### src/rtl/bfu_pkg.sv
package bfu_pkg;

    localparam int FLT_W = 16;

    typedef enum logic [1:0] {
        CYC_MEM  = 2'd0,
        CYC_IO   = 2'd1,
        CYC_DMA  = 2'd2,
        CYC_IDLE = 2'd3
    } cyc_e;

    // bit positions in the fault word
    localparam int B_PROT_CPU = 0;
    localparam int B_PROT_DMA = 1;
    localparam int B_PAR_MEM  = 2;
    localparam int B_PAR_IO   = 3;
    localparam int B_PAR_DMA  = 4;
    localparam int B_ADR_IO   = 5;
    localparam int B_USER     = 7;
    localparam int B_ADR_MEM  = 8;
    localparam int B_SYS_LO   = 13;
    localparam int B_ADR_DMA  = 14;
    localparam int B_SYS_HI   = 15;

    // strobe-sampled lines: 0 protection, 1 parity, 2 address
    localparam int N_SLINES = 3;

endpackage

### src/rtl/bfu_set_decode.sv
module bfu_set_decode
    import bfu_pkg::*;
#(
    parameter int W = FLT_W
) (
    input  logic         as_fall,
    input  logic [1:0]   cyc_kind,
    input  logic         prot_err_n,
    input  logic         par_err_n,
    input  logic         addr_err_n,
    input  logic         usr_flt_n,
    input  logic         sys_flt_n,
    output logic [W-1:0] set_vec,
    output logic         bus_hit
);

    localparam int POS_MEM [N_SLINES] = '{B_PROT_CPU, B_PAR_MEM, B_ADR_MEM};
    localparam int POS_IO  [N_SLINES] = '{B_PROT_CPU, B_PAR_IO,  B_ADR_IO};
    localparam int POS_DMA [N_SLINES] = '{B_PROT_DMA, B_PAR_DMA, B_ADR_DMA};

    logic [N_SLINES-1:0] line_low;
    logic [W-1:0]        line_set [N_SLINES];
    logic                strobe_ok;
    logic [W-1:0]        level_set;
    logic [W-1:0]        strobe_set;

    assign line_low  = {~addr_err_n, ~par_err_n, ~prot_err_n};
    assign strobe_ok = as_fall && (cyc_kind != CYC_IDLE);

    for (genvar g = 0; g < N_SLINES; g++) begin : g_line
        always_comb begin
            line_set[g] = '0;
            if (strobe_ok && line_low[g]) begin
                case (cyc_kind)
                    CYC_MEM: line_set[g][POS_MEM[g]] = 1'b1;
                    CYC_IO:  line_set[g][POS_IO[g]]  = 1'b1;
                    CYC_DMA: line_set[g][POS_DMA[g]] = 1'b1;
                    default: line_set[g] = '0;
                endcase
            end
        end
    end

    always_comb begin
        strobe_set = '0;
        for (int i = 0; i < N_SLINES; i++) begin
            strobe_set = strobe_set | line_set[i];
        end
    end

    always_comb begin
        level_set = '0;
        level_set[B_USER]   = ~usr_flt_n;
        level_set[B_SYS_LO] = ~sys_flt_n;
        level_set[B_SYS_HI] = ~sys_flt_n;
    end

    assign set_vec = strobe_set | level_set;
    assign bus_hit = strobe_ok && (|line_low);

endmodule

### src/rtl/bfu_fault_store.sv
module bfu_fault_store
    import bfu_pkg::*;
#(
    parameter int W = FLT_W
) (
    input  logic         clk,
    input  logic         rst_n,
    input  logic [W-1:0] set_vec,
    input  logic         clr_en,
    input  logic [W-1:0] clr_bits,
    output logic [W-1:0] flt_q,
    output logic         irq_q
);

    typedef struct packed {
        logic [W-1:0] flt;
        logic         irq;
    } st_t;

    st_t st_d, st_q;
    logic [W-1:0] clr_eff;

    always_comb begin
        clr_eff    = clr_en ? clr_bits : '0;
        st_d.flt   = (st_q.flt & ~clr_eff) | set_vec;
        st_d.irq   = |(set_vec & ~st_q.flt);
    end

    always_ff @(posedge clk or negedge rst_n) begin
        if (!rst_n) begin
            st_q <= '0;
        end else begin
            st_q <= st_d;
        end
    end

    assign flt_q = st_q.flt;
    assign irq_q = st_q.irq;

    AST_BITS_HOLD: assert property (@(posedge clk) disable iff (!rst_n)
        (($past(flt_q) & ~$past(clr_en ? clr_bits : '0) & ~flt_q) == '0));

    AST_IRQ_MEANS_RISE: assert property (@(posedge clk) disable iff (!rst_n)
        irq_q |-> ((flt_q & ~$past(flt_q)) != '0));

    AST_RISE_MEANS_IRQ: assert property (@(posedge clk) disable iff (!rst_n)
        ((flt_q & ~$past(flt_q)) != '0) |-> irq_q);

endmodule

### src/rtl/bfu_bus_flag.sv
module bfu_bus_flag (
    input  logic clk,
    input  logic rst_n,
    input  logic bus_hit,
    input  logic bus_tmo,
    input  logic prot_err_n,
    input  logic addr_err_n,
    output logic bus_fault_n,
    output logic strobe_inh
);

    typedef struct packed {
        logic flag_n;
    } st_t;

    st_t st_d, st_q;

    always_comb begin
        st_d.flag_n = ~(bus_hit | bus_tmo);
    end

    always_ff @(posedge clk or negedge rst_n) begin
        if (!rst_n) begin
            st_q.flag_n <= 1'b1;
        end else begin
            st_q <= st_d;
        end
    end

    assign bus_fault_n = st_q.flag_n;
    assign strobe_inh  = ~prot_err_n | ~addr_err_n;

    AST_TMO_FLAGS: assert property (@(posedge clk) disable iff (!rst_n)
        bus_tmo |=> !bus_fault_n);

endmodule

### src/rtl/bus_fault_unit.sv
module bus_fault_unit
    import bfu_pkg::*;
#(
    parameter int W = FLT_W
) (
    input  logic         clk,
    input  logic         rst_n,
    input  logic         as_fall,
    input  logic [1:0]   cyc_kind,
    input  logic         prot_err_n,
    input  logic         par_err_n,
    input  logic         addr_err_n,
    input  logic         usr_flt_n,
    input  logic         sys_flt_n,
    input  logic         bus_tmo,
    input  logic         clr_en,
    input  logic [W-1:0] clr_bits,
    output logic [W-1:0] fault_word,
    output logic         irq_lvl1,
    output logic         bus_fault_n,
    output logic         strobe_inh
);

    logic [W-1:0] set_vec;
    logic         bus_hit;

    bfu_set_decode #(.W(W)) u_dec (
        .as_fall    (as_fall),
        .cyc_kind   (cyc_kind),
        .prot_err_n (prot_err_n),
        .par_err_n  (par_err_n),
        .addr_err_n (addr_err_n),
        .usr_flt_n  (usr_flt_n),
        .sys_flt_n  (sys_flt_n),
        .set_vec    (set_vec),
        .bus_hit    (bus_hit)
    );

    bfu_fault_store #(.W(W)) u_store (
        .clk      (clk),
        .rst_n    (rst_n),
        .set_vec  (set_vec),
        .clr_en   (clr_en),
        .clr_bits (clr_bits),
        .flt_q    (fault_word),
        .irq_q    (irq_lvl1)
    );

    bfu_bus_flag u_flag (
        .clk         (clk),
        .rst_n       (rst_n),
        .bus_hit     (bus_hit),
        .bus_tmo     (bus_tmo),
        .prot_err_n  (prot_err_n),
        .addr_err_n  (addr_err_n),
        .bus_fault_n (bus_fault_n),
        .strobe_inh  (strobe_inh)
    );

    AST_IDLE_NO_STROBE_SET: assert property (@(posedge clk) disable iff (!rst_n)
        (!as_fall && usr_flt_n && sys_flt_n) |=> ((fault_word & ~$past(fault_word)) == '0));

    AST_SYS_PAIR: assert property (@(posedge clk) disable iff (!rst_n)
        !sys_flt_n |=> (fault_word[B_SYS_LO] && fault_word[B_SYS_HI]));

    AST_INHIBIT_ON: assert property (@(posedge clk) disable iff (!rst_n)
        (!prot_err_n || !addr_err_n) |-> strobe_inh);

    AST_INHIBIT_OFF: assert property (@(posedge clk) disable iff (!rst_n)
        (prot_err_n && addr_err_n) |-> !strobe_inh);

    AST_UNUSED_BITS_ZERO: assert property (@(posedge clk) disable iff (!rst_n)
        (fault_word[6] == 1'b0) && (fault_word[12:9] == 4'd0));

endmodule

### config.mk
export PLATFORM = sky130hd
export DESIGN_NAME = bus_fault_unit
export DESIGN_NICKNAME = d
export VERILOG_FILES = /design/src/rtl/bfu_pkg.sv /design/src/rtl/bfu_set_decode.sv /design/src/rtl/bfu_fault_store.sv /design/src/rtl/bfu_bus_flag.sv /design/src/rtl/bus_fault_unit.sv
export SDC_FILE = /design/constraint.sdc
export NUM_CORES = 1
export LEC_CHECK = 0
export CAP_MARGIN = 15
export CORE_MARGIN = 3
export CORE_UTILIZATION = 36
export CTS_CLUSTER_SIZE = 40
export DETAILED_ROUTE_END_ITERATION = 12
export PLACE_DENSITY = 0.89
export SYNTH_ARGS = -nofsm -noshare
export SYNTH_HDL_FRONTEND = slang
export SYNTH_SLANG_ARGS = --single-unit
### constraint.sdc
create_clock -name clk -period 1 [get_ports clk]
set_input_delay 0.3 -clock clk [delete_from_list [all_inputs] [get_ports clk]]
set_output_delay 0.3 -clock clk [all_outputs]
set_load 0.1 [all_outputs]
; ---- After elaboration in Yosys (flattened, before gate mapping)
; Index checks and enable logic that the tools add are counted.
[classes]
n_eq_ne = 3
n_mux = 8
bitwise_logic = 16
reduce_logical = 9
[op_table]
columns = operator, count
row1 = 16-bit AND, 2
row2 = 16-bit inverter, 2
row3 = 16-bit bitwise OR, 2
row4 = 16-bit 2-to-1 mux, 1
row5 = 16-bit by 15-bit bitwise OR with 16-bit output, 1
row6 = 16-bit by 5-bit bitwise OR with 16-bit output, 1
row7 = 16-bit OR reduction, 1
row8 = 15-bit 2-to-1 mux, 1
row9 = 1-bit inverter, 6
row10 = 1-bit logical AND, 5
row11 = 5-bit 2-to-1 mux, 1
row12 = 1-bit 2-to-1 mux, 4
row13 = 3-bit OR reduction, 1
row14 = 2-bit by 1-bit == test with 1-bit output (second input constant), 1
row15 = 2-bit == test (second input constant), 1
row16 = 2-bit zero test, 1
row17 = 2-bit 2-to-1 mux, 1
row18 = 2-bit != test (second input constant), 1
row19 = 1-bit bitwise OR, 2
row20 = 2-bit OR reduction, 1
[word_totals]
reg_bits = 18
out_inout_bits = 19

; ---- Depth between registers and ports, before layout
; Gate-level depths: netlist (run 1).
[logic_depth]
word_depth = 9
mapped_depth = 5
ltp_nobuf = 3

; ---- By module
; Synthesis (run 1) repeated with hierarchy kept, for this count alone.
[hier_totals]
cells_unflattened = 100
area_unflattened_um2 = 928.4
[modules_own_cells]
columns = mod, n_inst, cells_each, area_each_um2
row1 = bfu_fault_store, 1, 72, 759.5
row2 = bfu_set_decode, 1, 25, 135.1
row3 = bfu_bus_flag, 1, 3, 33.8

; ---- Worst setup path before layout (run 1)
; No wires, ideal clock.
[synth_path]
path_type = register to register
startpoint = register u_store.st_q (netlist bit u_store.flt_q[5])
endpoint = register u_store.st_q (netlist bit u_store.irq_q)
t_arrival_ns = 1.476
required_ns = 0.864
path_slack_ns = -0.612
stages_incl_launch_ff = 4
n_path_buf = 0
period_less_slack_ns = 1.612
cell_sequence = dfrtp_1 -> o22ai_1 -> a311oi_2 -> nand4_1
[synth_lines]
columns = item, line
row1 = from (decl), bfu_fault_store.sv:20  ; st_t st_d, st_q;
row2 = from (signal assigned), bfu_fault_store.sv:33  ; st_q <= st_d;

; ---- Final worst setup path (run 1)
[layout_path]
startpoint = register u_flag.st_q (netlist: u_flag.bus_fault_n)
endpoint = output bus_fault_n
[layout_lines]
columns = item, line
row1 = from (decl), bfu_bus_flag.sv:16  ; st_t st_d, st_q;
row2 = from (signal assigned), bfu_bus_flag.sv:26  ; st_q <= st_d;
row3 = to (decl), bus_fault_unit.sv:20  ; output logic bus_fault_n,
; No word-level cell between the ends.

==> metrics.txt, run 1 <==
xor and xnor area share after synthesis 0%; die extent in x 53.3 µm; CP delay by family, top flip-flops; worst hold slack after final layout 275 ps; count of flip-flops with a built-in enable after synthesis 0; min cycle time layout 1400 ps; most common flop cell mapped by yosys sky130_fd_sc_hd__dfrtp_1; number of maximum-capacitance constraint violations 0; clock latency on the worst-skew pair 290 ps; Multi-input gate area 335 µm²; routability congestion estimate 0.827; top fanout value on the critical path 1; post-DR wirelength/cell between 15 and 20 µm; highest achievable clock rate 716 MHz; cell chosen for the clock root sky130_fd_sc_hd__clkbuf_4; effective utilization at floorplan between 30 and 40%; via count of the first global-routing pass roughly 870; Yosys cell types 24; CTS tree built; CP endpoint kind output port; Floorplan Core Area 2040 µm²; sequential cell area fraction in the yosys report a little under three fifths; Synth warnings 0; residual overflow from global routing 0; adder-cell area share of the yosys netlist 0%; unrepaired setup endpoints after global routing true; Vias 797; antenna violations before repair 0; path type of the worst setup path flop to output port; final wirelength roughly 2700 µm; CP Cell Sequence buf_12; most frequent cells after synthesis sky130_fd_sc_hd__nand2_1, sky130_fd_sc_hd__dfrtp_1, sky130_fd_sc_hd__a22o_1; die footprint 2840 µm²; post-synthesis compound-gate area fraction 18.0%; peak supply drop 1.03 mV; vertical die dimension 53.3 µm; Avg Cell Area, Syn 10.9 µm²; DRT iter0 DRCs 15; status complete, but fails checks; power density of the placed cells 1380 nW/µm²; post-synthesis instance area between 800 and 900 µm²; worst slack at placement -518 ps; TritonCTS Sinks 18; number of primary I/O pins 47; final hold violation count 0; global-route wire length before repair 4330 µm; average via count per standard cell 4.86; Async S/R FF share, synth 100%; count of buffers inserted at the top-level ports 46; GR Util All Layers between 20% and 30%; dominant combinational cell family by area after synthesis simple AND/OR/NAND/NOR gates; slew at the pin closest to its max-slew limit between 200 and 250 ps; Final Max Slew Viols 0; Relative slew margins 83.9%; number of placement rows 16; most area-consuming cells after synthesis sky130_fd_sc_hd__dfrtp_1, sky130_fd_sc_hd__nand2_1, sky130_fd_sc_hd__a22o_1, sky130_fd_sc_hd__a21boi_0, sky130_fd_sc_hd__dfstp_2; layout net count between 150 and 200; top-count cell post-synth sky130_fd_sc_hd__nand2_1; detailed-routing iteration count for the pre-antenna-repair pass 4; diode count 0; post-route clock skew 0.753 ps; number of fill cells in the layout 120; violated checks negative setup slack; highest-delay cell along the critical path sky130_fd_sc_hd__dfstp_4; dpl hpwl 2000 µm; Setup WS post-layout -397 ps; buffer depth of the longest clock path 2; data arrival time of the critical path 1100 ps; worst path bufs/invs 1; Final Setup Violations 19; post-detailed-route count of antenna-violating nets 0; instance count of the mapped netlist 74; required time of the worst setup path 700 ps; portion of synthesized cell area occupied by the leading cell type between 50% and 60%; Area Overhead vs Synth 108%; final cycle utilization of the critical path 140%; share of synthesized area spent on multiplexers 2.49%; simple-gate share of the synthesized area 19.9%; number of H-tree levels 1; net count of the mapped netlist ~100; DRC viols 0; number of buffers created by CTS 3; cell taking the most area after synthesis sky130_fd_sc_hd__dfrtp_1; largest stage delay on the critical path about 630 ps; proportion of layout cells with a drive suffix above 1 47.4%; class of the most critical hold timing path input port to flop; critical path startpoint category flop; post-CTS clock slew at the launch and capture registers of the worst setup and hold paths around 100 ps; FF+latch count, synth 18; leak pwr 0.745 nW; maximum number of pins on one net before global-route repair 19; sequential cell area in the final layout 483 µm²
-- routing by layer --
metal	up-vias	share of wire (%)	GRT usage (%)
met5	-	0	0
met1	384	38	24.7
met3	2	4.8	3.94
met2	27	55	39.8
met4	0	1.3	12.3
li1	384	-	-
-- state kept, by name, indices dropped and copies added (netlist names) --
| signal | count |
|---|---|
| u_flag.bus_fault_n | 1 |
| u_store.flt_q | 16 |
| u_store.irq_q | 1 |
-- cell type report --
cell class                      instances  area share, %
Tap cell                               27           2.02
Timing Repair Buffer                   62           46.6
Multi-Input combinational cell         52           20.1
Clock buffer                            4           2.17
Sequential cell                        18           28.9
Inverter                                1          0.225
-- path summary, 6_finish.rpt --
path / startpoint / endpoint / slack (ps) / cells past startpoint
max in group asynchronous: rst_n / u_flag.bus_fault_n / 460 / 2
worst min-delay path: addr_err_n / u_flag.bus_fault_n / 270 / 3
worst min register to register: u_store.flt_q[11] / u_store.flt_q[11] / 590 / 1
worst max register to register: u_store.flt_q[3] / u_store.irq_q / -150 / 4
min in group asynchronous: rst_n / u_store.irq_q / 340 / 2
worst max-delay path: u_flag.bus_fault_n / bus_fault_n / -400 / 1
-- what timing repair did --
item                                   in CTS  in global routing
setup endpoints to repair                  28                 20
resized for setup                          16                  1
endpoints found under the hold margin       0                  0
hold buffers                                0                  0
pin swaps                                   3                  1
buffers inserted                            9                  1
-- placed cells by master (no fill, tap or decap), drive strengths merged --
master	count
dlygate4sd2	4
buf	37
a31oi	1
nand2	19
nand3b	2
dfrtp	17
a22o	8
clkbuf	4
nor2	4
a21boi	5
a311oi	1
dfstp	1
o22ai	1
nor2b	1
nor3b	1
a21oi	1
mux2i	2
nand3	1
o21ai	1
clkdlybuf4s50	21
and2b	3
inv	1
nand4	1
-- cells by family after synthesis --
group                  count (synthesis)
AO/OA/AOI/OAI                         18
buffers and inverters                  4
flip-flops                            18
multiplexers                           2
AND/OR/NAND/NOR                       32
-- where the power goes --
group | leakage [nW] | internal [W] | switching [W]
combinational | 0.519 | 0.000427 | 0.000567
sequential | 0.205 | 0.000796 | 0.0000591
clock | 0.0210 | 0.000222 | 0.000227
total | 0.745 | 0.00145 | 0.000853
-- metrics by stage --
stage	area [µm²]	total power, W	TNS (ps)	util, %	instances
5_1_grt	1670	0.00239	-4880	81.8	164
2_1_floorplan	838	0.00136	-478	-	74
4_1_cts	1660	0.00230	-4370	81.3	163
3_5_place_dp	1560	0.00180	-6090	76.2	150
3_3_place_gp	1560	0.00178	-5590	76.2	150
6_report	1670	0.00230	-4230	81.8	164
Power figures use the tool's default switching activity.
==> run 2: changes to the inputs <==
Settings changed: ABC_CLOCK_PERIOD_IN_PS from default to 1000.
==> results of run 2 <==
No change in the layout: final DEF, timing and power equal those of run 1.
==> run 3: changes to the inputs <==
Settings changed: ABC_CLOCK_PERIOD_IN_PS 1000 to 1150, CORE_UTILIZATION 36 to 33, PLACE_DENSITY 0.89 to 0.86, TNS_END_PERCENT from default to 5.
Clock period 1 ns to 1.15 ns, I/O delays scaled along.
==> run 3 against run 2 <==
Net effect:
- the run still ends with negative setup slack left
- largest power group unchanged
- wire length is 5.4% lower
- register-to-register slack better by 260 ps
- via count is 2.3% lower
- non-clock buffer count is 10 lower
- largest cell class unchanged
- highest routed layer unchanged
- critical endpoint unchanged
==> metrics.txt, run 3 (synthesis gave the netlist of run 1 again) <==
status complete, but fails checks; violated checks negative setup slack; highest achievable clock rate between 700 and 800 MHz; maximum number of pins on one net before global-route repair 19 (unchanged); antenna violations before repair 0 (unchanged); CP delay by family, top flip-flops; DRT iter0 DRCs 9 (-6); post-CTS clock slew at the launch and capture registers of the worst setup and hold paths 110 ps (about the same); overall power of the completed layout 0.00193 W (-16%); residual overflow from global routing 0 (unchanged); die footprint 3070 µm² (+8.0%); final cycle utilization of the critical path 117%; Vias 779 (-2.3%); capturing element of the worst setup path bus_fault_n; clock latency on the worst-skew pair 290 ps (about the same); power density of the placed cells 1220 nW/µm² (-11%); post-route clock skew 10.3 ps (+9.57 ps); routability congestion estimate 0.806 (-2.6%); Floorplan Core Area 2250 µm² (+10%); final hold violation count 0 (unchanged); largest stage delay on the critical path 550 ps (-80 ps); final wirelength 2520 µm (-5.4%); CTS tree built; CP Cell Sequence buf_12; TritonCTS Sinks 18 (unchanged); most frequent cells in the layout sky130_fd_sc_hd__clkdlybuf4s50_1, sky130_fd_sc_hd__buf_12, sky130_fd_sc_hd__nand2_1; peak supply drop 0.714 mV (-31%); highest-delay cell along the critical path sky130_fd_sc_hd__dfstp_2; top fanout value on the critical path 1 (unchanged); Relative slew margins 75.8% (-8.1 points); r2r endpoint u_store.irq_q; GR Util All Layers 17.6% (-4.8 points); Setup Total Neg Slack -1910 ps (+2320 ps); slew at the pin closest to its max-slew limit 363 ps (+123 ps); effective utilization at floorplan 35.7% (-3.7 points); post-detailed-route count of antenna-violating nets 0 (unchanged); cell chosen for the clock root sky130_fd_sc_hd__clkbuf_4; critical path startpoint category flop; Setup WS post-layout -196 ps (+200 ps); average via count per standard cell 5.03 (+3.4%); buffer depth of the longest clock path 2 (unchanged); Final Max Slew Viols 0 (unchanged); post-DR wirelength/cell 16.3 µm (about the same); global-route wire length before repair 4170 µm (-3.8%); diode count 0 (unchanged); dpl hpwl 2070 µm (+3.2%); required time of the worst setup path 810 ps (+110 ps); worst path bufs/invs 1 (unchanged); number of maximum-capacitance constraint violations 0 (unchanged); layout net count 156 (-6.0%); vertical die dimension 55.4 µm (+3.9%); DRC viols 0 (unchanged); proportion of layout cells with a drive suffix above 1 36.2% (-11 points); count of buffers inserted at the top-level ports 46 (unchanged); startpoint of the lowest-slack register-to-register path u_store.flt_q[5]; number of H-tree levels 1 (unchanged); worst slack at placement -476 ps (+41.8 ps); Area Overhead vs Synth 96.6%; total stage count of the critical path 1 (unchanged); number of placement rows 17 (+1); CP endpoint kind output port; count of buffers added by post-CTS timing repair for setup 0 (-9); CP Launch Point u_flag.bus_fault_n; min cycle time layout 1350 ps; reg-to-reg slack, setup 110 ps (+260 ps); share of the core filled with cells in the final layout 70.1% (-12 points); data arrival time of the critical path 1000 ps (-100 ps); number of flip-flops under the largest register name 16 (unchanged); die extent in x 55.4 µm (+3.9%); via count of the first global-routing pass 819 (-5.6%); Final Setup Violations 19 (unchanged); number of primary I/O pins 47 (unchanged); Worst Reg2Reg Path Length in Cells 3 (-1); class of the most critical hold timing path input port to asynchronous set/reset pin; number of buffers created by CTS 3 (unchanged); leak pwr 0.704 nW (-5.5%); detailed-routing iteration count for the pre-antenna-repair pass 4 (unchanged); path type of the worst setup path flop to output port; unrepaired setup endpoints after global routing true
-- run 3: worst min-delay path by stage --
stage                                 from                to  slack, ps
after global routing                 rst_n  u_store.flt_q[0]        390
after CTS                            rst_n  u_store.flt_q[7]        410
after detailed placement  u_store.flt_q[7]  u_store.flt_q[7]        540
after global placement    u_store.flt_q[7]  u_store.flt_q[7]        520
after floorplan                      rst_n  u_store.flt_q[0]         50
final                                rst_n     u_store.irq_q        410
-- run 3: worst register-to-register path, cell delays in order, from the launching register on --
cell                       delay [ps]
sky130_fd_sc_hd__dfrtp_2          420
sky130_fd_sc_hd__o22ai_1          100
sky130_fd_sc_hd__a311oi_2         280
sky130_fd_sc_hd__nand4_1          120
-- run 3: timing repair --
action | CTS | global route
gates resized for setup | 6 | 0
cloned | 0 | 0
hold buffers | 0 | 0
setup endpoints to repair | 27 | 19
-- run 3: layout make-up --
class | instances | area, µm²
Timing Repair Buffer | 52 | 713
Fill cell | 174 | 673
Sequential cell | 18 | 465
Multi-Input combinational cell | 52 | 328
Clock buffer | 4 | 36.3
Tap cell | 28 | 35.0
Inverter | 1 | 3.75
-- run 3: power by group --
| part | total, W | internal (W) | switching, W |
|---|---|---|---|
| clock network | 0.000382 | 0.000192 | 0.000190 |
| logic | 0.000802 | 0.000331 | 0.000471 |
| registers | 0.000749 | 0.000686 | 0.0000627 |
-- run 3: metal layers --
layer | track usage [%] | share of wire [%] | up-vias
li1 | - | - | 365
met1 | 21.3 | 39 | 389
met2 | 30.1 | 55 | 23
met3 | 3.04 | 4.7 | 2
met4 | 8.33 | 1.4 | 0
met5 | 0 | 0 | -
-- run 3: stage by stage --
stage          cells  hold WS, ps  instance area [µm²]
6_report         155          409                 1580
5_1_grt          155          394                 1580
4_1_cts          155          409                 1580
3_5_place_dp     151          538                 1550
3_3_place_gp     151          515                 1550
2_1_floorplan     74         49.4                  821
